## config.mk

```make
export PLATFORM = sky130hd
export DESIGN_NAME = bit_timing_calc
export DESIGN_NICKNAME = d
export VERILOG_FILES = /design/src/rtl/bt_calc_pkg.sv /design/src/rtl/bt_ceil_div.sv /design/src/rtl/bit_timing_calc.sv
export SDC_FILE = /design/constraint.sdc
export NUM_CORES = 1
export LEC_CHECK = 0
export BUFFER_PORTS_ARGS = -buffer_cell sky130_fd_sc_hd__clkbuf_2
export CORE_MARGIN = 8
export CORE_UTILIZATION = 55
export CTS_BUF_LIST = sky130_fd_sc_hd__clkbuf_16
export DETAILED_ROUTE_END_ITERATION = 16
export PLACE_DENSITY = 0.78
export SYNTH_ARGS = -nofsm -noshare
export SYNTH_HDL_FRONTEND = slang
export SYNTH_HIERARCHICAL = 1
export SYNTH_SLANG_ARGS = --single-unit
```

## constraint.sdc

```tcl
create_clock -name clk -period 6.5 [get_ports clk]
set_input_delay 0.325 -clock clk [delete_from_list [all_inputs] [get_ports clk]]
set_output_delay 0.325 -clock clk [all_outputs]
set_load 0.01 [all_outputs]
```

## src/rtl/bt_calc_pkg.sv

```systemverilog
package bt_calc_pkg;
  localparam int TS2_W   = 3;
  localparam int TS1_W   = 4;
  localparam int SJW_W   = 2;
  localparam int BRP_W   = 6;
  localparam int WORD_W  = TS2_W + TS1_W + SJW_W + BRP_W;
  localparam int SEG_W   = 5;
  localparam int BT_W    = 5;
  localparam int PRE_W   = BRP_W + 1;
  localparam int IPT_W   = 2;
  localparam int IPT_MAX = 2;
  localparam int SJW_MAX = 1 << SJW_W;

  typedef struct packed {
    logic              ok;
    logic [SEG_W-1:0]  prop;
    logic [SEG_W-1:0]  ps1;
    logic [SEG_W-1:0]  ps2;
    logic [SEG_W-1:0]  sjw;
    logic [WORD_W-1:0] word;
  } bt_res_t;

  // Split the leftover quanta: the second phase takes the odd quantum.
  function automatic int unsigned lower_half(input int unsigned v);
    return v / 2;
  endfunction

  function automatic int unsigned min_u(input int unsigned a, input int unsigned b);
    return (a < b) ? a : b;
  endfunction

  // Solve all segments from the rounded propagation quanta.
  function automatic bt_res_t bt_solve(input int unsigned bt, input int unsigned prop,
                                       input int unsigned presc, input int unsigned ipt);
    bt_res_t     r;
    int unsigned rem, p1, p2, sj;
    r   = '0;
    rem = 0;
    p1  = 0;
    p2  = 0;
    r.ok = 1'b1;
    if (presc < 1 || presc > (1 << BRP_W)) r.ok = 1'b0;
    if (ipt > IPT_MAX) r.ok = 1'b0;
    if (bt < prop + 3) begin
      r.ok = 1'b0;
    end else begin
      rem = bt - prop - 1;
      p1  = lower_half(rem);
      p2  = rem - p1;
    end
    if (p2 < ipt) r.ok = 1'b0;
    if (p2 > (1 << TS2_W)) r.ok = 1'b0;
    if (p1 + prop > (1 << TS1_W)) r.ok = 1'b0;
    sj = min_u(p1, SJW_MAX);
    if (r.ok) begin
      r.prop = SEG_W'(prop);
      r.ps1  = SEG_W'(p1);
      r.ps2  = SEG_W'(p2);
      r.sjw  = SEG_W'(sj);
      r.word = {TS2_W'(p2 - 1), TS1_W'(p1 + prop - 1), SJW_W'(sj - 1), BRP_W'(presc - 1)};
    end
    return r;
  endfunction
endpackage

```

## src/rtl/bt_ceil_div.sv

```systemverilog
module bt_ceil_div #(
  parameter int W = 10
) (
  input  logic         clk,
  input  logic         rst_n,
  input  logic         load,
  input  logic [W-1:0] num,
  input  logic [W-1:0] den,
  output logic [W-1:0] quot,
  output logic         fin
);
  logic [W-1:0] rem_q, den_q;
  logic         run;
  logic         step_any, step_last;

  assign step_any  = run && (rem_q != '0);
  assign step_last = step_any && (rem_q <= den_q);

  always_ff @(posedge clk or negedge rst_n) begin
    if (!rst_n) begin
      rem_q <= '0;
      den_q <= '0;
      quot  <= '0;
      run   <= 1'b0;
      fin   <= 1'b0;
    end else begin
      fin <= 1'b0;
      if (load) begin
        rem_q <= (den == '0) ? '0 : num;
        den_q <= den;
        quot  <= '0;
        run   <= 1'b1;
      end else if (run) begin
        if (rem_q == '0) begin
          run <= 1'b0;
          fin <= 1'b1;
        end else begin
          quot  <= quot + 1'b1;
          rem_q <= step_last ? '0 : rem_q - den_q;
        end
      end
    end
  end

  // every active step adds one whole quantum
  p_quot_step_r2: assert property (@(posedge clk) disable iff (!rst_n)
    step_any && !load |=> quot == $past(quot) + 1'b1);
  // a partial remainder is rounded up and ends the division
  p_last_step_r2: assert property (@(posedge clk) disable iff (!rst_n)
    step_last && !load |=> rem_q == '0);
  // finish is a single-cycle event
  p_fin_pulse_r10: assert property (@(posedge clk) disable iff (!rst_n)
    fin |=> !fin);
endmodule

```

## src/rtl/bit_timing_calc.sv

```systemverilog
module bit_timing_calc
  import bt_calc_pkg::*;
#(
  parameter int DLY_W = 10
) (
  input  logic              clk,
  input  logic              rst_n,
  input  logic              start,
  input  logic [BT_W-1:0]   bit_tq,
  input  logic [DLY_W-1:0]  delay_cyc,
  input  logic [PRE_W-1:0]  presc,
  input  logic [IPT_W-1:0]  ipt,
  output logic              done,
  output logic              err,
  output logic [SEG_W-1:0]  prop_seg,
  output logic [SEG_W-1:0]  phase1,
  output logic [SEG_W-1:0]  phase2,
  output logic [SEG_W-1:0]  sjw,
  output logic [WORD_W-1:0] btr_word
);
  logic              busy;
  logic              accept;
  logic [BT_W-1:0]   bt_q;
  logic [PRE_W-1:0]  pr_q;
  logic [IPT_W-1:0]  ip_q;
  logic [DLY_W-1:0]  quot;
  logic [DLY_W-1:0]  den_ext;
  logic              div_fin;
  logic              finish_now;
  bt_res_t           res;

  assign accept     = start && !busy;
  assign den_ext    = DLY_W'(presc);
  assign finish_now = busy && div_fin;

  bt_ceil_div #(.W(DLY_W)) u_div (
    .clk  (clk),
    .rst_n(rst_n),
    .load (accept),
    .num  (delay_cyc),
    .den  (den_ext),
    .quot (quot),
    .fin  (div_fin)
  );

  always_comb res = bt_solve(32'(bt_q), 32'(quot), 32'(pr_q), 32'(ip_q));

  always_ff @(posedge clk or negedge rst_n) begin
    if (!rst_n) begin
      busy     <= 1'b0;
      bt_q     <= '0;
      pr_q     <= '0;
      ip_q     <= '0;
      done     <= 1'b0;
      err      <= 1'b0;
      prop_seg <= '0;
      phase1   <= '0;
      phase2   <= '0;
      sjw      <= '0;
      btr_word <= '0;
    end else begin
      done <= 1'b0;
      if (accept) begin
        busy <= 1'b1;
        bt_q <= bit_tq;
        pr_q <= presc;
        ip_q <= ipt;
      end else if (finish_now) begin
        busy     <= 1'b0;
        done     <= 1'b1;
        err      <= !res.ok;
        prop_seg <= res.prop;
        phase1   <= res.ps1;
        phase2   <= res.ps2;
        sjw      <= res.sjw;
        btr_word <= res.word;
      end
    end
  end

  // done lasts one cycle
  p_done_pulse_r10: assert property (@(posedge clk) disable iff (!rst_n)
    done |=> !done);
  // segments plus sync quantum fill the bit
  p_sum_r3: assert property (@(posedge clk) disable iff (!rst_n)
    done && !err |-> 32'(prop_seg) + 32'(phase1) + 32'(phase2) + 1 == 32'(bt_q));
  // phases equal or second one longer by one
  p_split_r4: assert property (@(posedge clk) disable iff (!rst_n)
    done && !err |-> (phase2 == phase1) || (phase2 == phase1 + 1'b1));
  // jump width is min(4, phase1)
  p_sjw_r5: assert property (@(posedge clk) disable iff (!rst_n)
    done && !err |-> (sjw <= phase1) && (sjw <= 5'd4) && ((sjw == phase1) || (sjw == 5'd4)));
  // error results carry no word
  p_err_zero_r7: assert property (@(posedge clk) disable iff (!rst_n)
    done && err |-> btr_word == '0 && prop_seg == '0);
  // a start during a run leaves the captured operands alone
  p_ignore_r11: assert property (@(posedge clk) disable iff (!rst_n)
    busy && start && !div_fin |=> busy && $stable(bt_q) && $stable(pr_q));
endmodule

```

==> impl_metrics.toml <==
[placement]
place.gp.congestion = 0.922
hpwl_um = 11900
placedInstanceArea_um2 = 6750
io_buffers = 63

[synth]
yosys-mux-area-fraction = 0.0362
yosysSeqAreaShare = 0.334
ys_warn_count = 6
netlist_top_cells_count = "dfrtp_1 (84), nand2_1 (72), nor2_1 (63)"
synth-xor-area-share = 0.0638
ys.flop_type = "dfrtp_1"
synthArstFlopShare = 1.00
yosysMostFrequentCell = "dfrtp_1"
syn_area_per_cell_um2 = 9.14
synth_top_family_by_area = "simple AND/OR/NAND/NOR gates"
synth_compound_area_frac = 0.187
synth_top_area_frac = 0.334
synth_top_cells_by_area = "dfrtp_1 (33%), ha_1 (11%), nand2_1 (4.3%)"
synthSimpleGateAreaFrac = 0.199
synthAdderAreaFrac = 0.127
syn_inst = 689
syn_area_um2 = 6300
synth_edf_count = 0
synth_area_leader_cell = "dfrtp_1"
yosysUniqueCellTypes = 86
ys_ff_latch = 84

[worst_setup_path]
critical-path-max-stage-delay_ns = 0.46
endpoint_kind = "flip-flop"
cp.required_ns = 6.76
critPathMaxFanout = 7
r2r_slack_ns = 0.14
r2r_cells = 30
cp_slowest_cell = "dfrtp_2"
start_kind = "flip-flop"
cp.arrival_ns = 6.62
worstSetupPathType = "flip-flop to flip-flop"
r2r_end = "phase1[4]$_DFFE_PN0P_"
timing.rr.start = "u_div/quot[1]$_DFFE_PN0P_"

[timing]
finalMaxSlewViolations = 0
min_period_ns = 6.36
finalHoldViolations = 0
slew_headroom = 0.306
rsz0062_at_grt = "true"
worstMarginPinSlew_ns = 1.04
fmax_mhz = 157
fin_crit_sh = 0.979
final-setup-viol-count = 0
skew_ns = 0.00804

[global_route]
grtUsageMet2 = 0.363
grt_pass1_wl_um = 26500
grt_overflow = 0
grt_usage = 0.219
met1_usage = 0.284
antenna_found_initial = 0
grt.met3_usage = 0.0461
grt_max_degree = 85
grt_pass1_vias = 5302
top_usage_layer = "met2"

[routing]
wl_per_cell_um = 18.7
viasPerCell = 6.02
antenna_left = 0
drt_wl_total_um = 17500
num_vias = 5607
detail_route.first_pass.iterations = 5
drtIter0Drc = 534
remaining_drc_errors = 0

[layout]
area_delta_synth_final_pct = 22.3
layout.nets = 872
diodes = 0
fin_area_um2 = 7700
drive_gt1_frac = 0.279

[hold_path]
hp-class = "primary input to asynchronous set/reset pin"

[floorplan]
rows = 39
die_x_um = 123
design.die.area_um2 = 15100
die_y_um = 123
num_io_pins = 64
initial_utilization = 0.559
core_area_um2 = 11300

[clocking]
cts_buffer_depth = 2
numCtsBuffers = 9
path_clk_slew_ns = 0.07
cts_root_buf = "clkbuf_16"
cts_max_level = 3
cts_tree = "built"
clock_latency_ns = 0.35
holdBufCountCts = 0
clock-sinks = 84

[outcome]
outcome = "finished, final reports clean"

[flow_run]
maxCapViolations = 0
## layout make-up
cell class,instances,area (um2)
clock inverters,7,83.8
repair inverters,3,22.5
repair buffers,97,606
flip-flops and latches,84,2110
well taps,143,179
inverters,54,214
clock buffers,9,225
fillers,815,3570
multi-input cells,535,4260
## layout by cell type (no fill, tap or decap), types with 6 or more instances in the layout
master	synthesis	layout
a21o_1	6	6
a21oi_1	21	16
a22oi_1	6	6
and2_1	8	8
buf_4	1	31
clkbuf_16	0	9
clkbuf_2	1	62
conb_1	1	6
dfrtp_1	84	80
ha_1	56	47
inv_1	54	48
mux2_2	14	14
mux2i_1	7	6
nand2_1	72	71
nand2b_1	11	11
nor2_1	63	58
nor3_1	17	15
nor4_1	7	6
o21a_1	11	11
o21ai_0	34	33
o31ai_1	26	19
o31ai_2	1	7
xnor2_1	26	21
xor2_1	18	16
## flip-flops by register name, indices dropped and copies added, names as in the netlist
signal	count
btr_word	15
u_div/den_q	10
u_div/quot	10
u_div/rem_q	10
pr_q	7
bt_q	5
phase1	5
phase2	5
prop_seg	5
sjw	5
ip_q	2
busy	1
done	1
err	1
u_div/fin	1
u_div/run	1
## logic make-up (layout without fill, tap and decap cells)
| family | count (synthesis) | in the layout |
|---|---|---|
| other | 1 | 6 |
| and+or+nand+nor | 240 | 240 |
| muxes | 21 | 21 |
| DFF | 84 | 84 |
| adders and majority gates | 61 | 61 |
| xor gates and xnor gates | 45 | 45 |
| buffers and inverters | 75 | 170 |
| AOI/OAI and AO/OA | 162 | 162 |
## critical path: cells and delay by family (launching register included)
kind,cells,cell delay [ns]
flip-flops,1,0.46
AND/OR/NAND/NOR,9,1.99
AO/OA/AOI/OAI,11,1.78
adder cells (fa/ha/maj),5,1.38
buffers and inverters,5,0.68
## stage by stage
step	hold WS [ns]	util	cells	setup TNS [ns]	worst slack, ns
3_3_place_gp	0.461	0.599	887	-1.57	-0.0857
5_1_grt	0.214	0.683	932	-1.97	-0.177
2_1_floorplan	0.0294	-	694	0	0.301
4_1_cts	0.189	0.632	905	0	0.0103
3_5_place_dp	0.470	0.599	887	-3.76	-0.197
6_report	0.159	0.683	932	0	0.137
## worst max-delay path by stage
stage,startpoint,end,slack (ns),depth (start not counted)
after CTS,u_div/quot[0]$_DFFE_PN0P_,btr_word[10]$_DFFE_PN0P_,0.01,26
after global placement,u_div/quot[0]$_DFFE_PN0P_,btr_word[2]$_DFFE_PN0P_,-0.09,25
after detailed placement,u_div/quot[0]$_DFFE_PN0P_,btr_word[5]$_DFFE_PN0P_,-0.20,25
after global routing,u_div/quot[1]$_DFFE_PN0P_,phase1[4]$_DFFE_PN0P_,-0.18,29
final,u_div/quot[1]$_DFFE_PN0P_,phase1[4]$_DFFE_PN0P_,0.14,30
after floorplan,u_div/quot[1]$_DFFE_PN0P_,btr_word[14]$_DFFE_PN0P_,0.30,32
## routing by layer
| layer | up-vias | share of wire |
|---|---|---|
| li1 | 2637 | - |
| met1 | 2664 | 0.41 |
| met2 | 259 | 0.49 |
| met3 | 47 | 0.076 |
| met4 | 0 | 0.024 |
| met5 | - | 0 |
## repair_timing
item	4_1_cts	5_1_grt
cloned	2	1
setup buffers	0	26
pin swaps	0	37
endpoints found under the setup margin	24	33
gates resized for setup	12	75
Power is not shown: default switching activity piles up to over one toggle a cycle in this logic, so the estimate is an artifact.
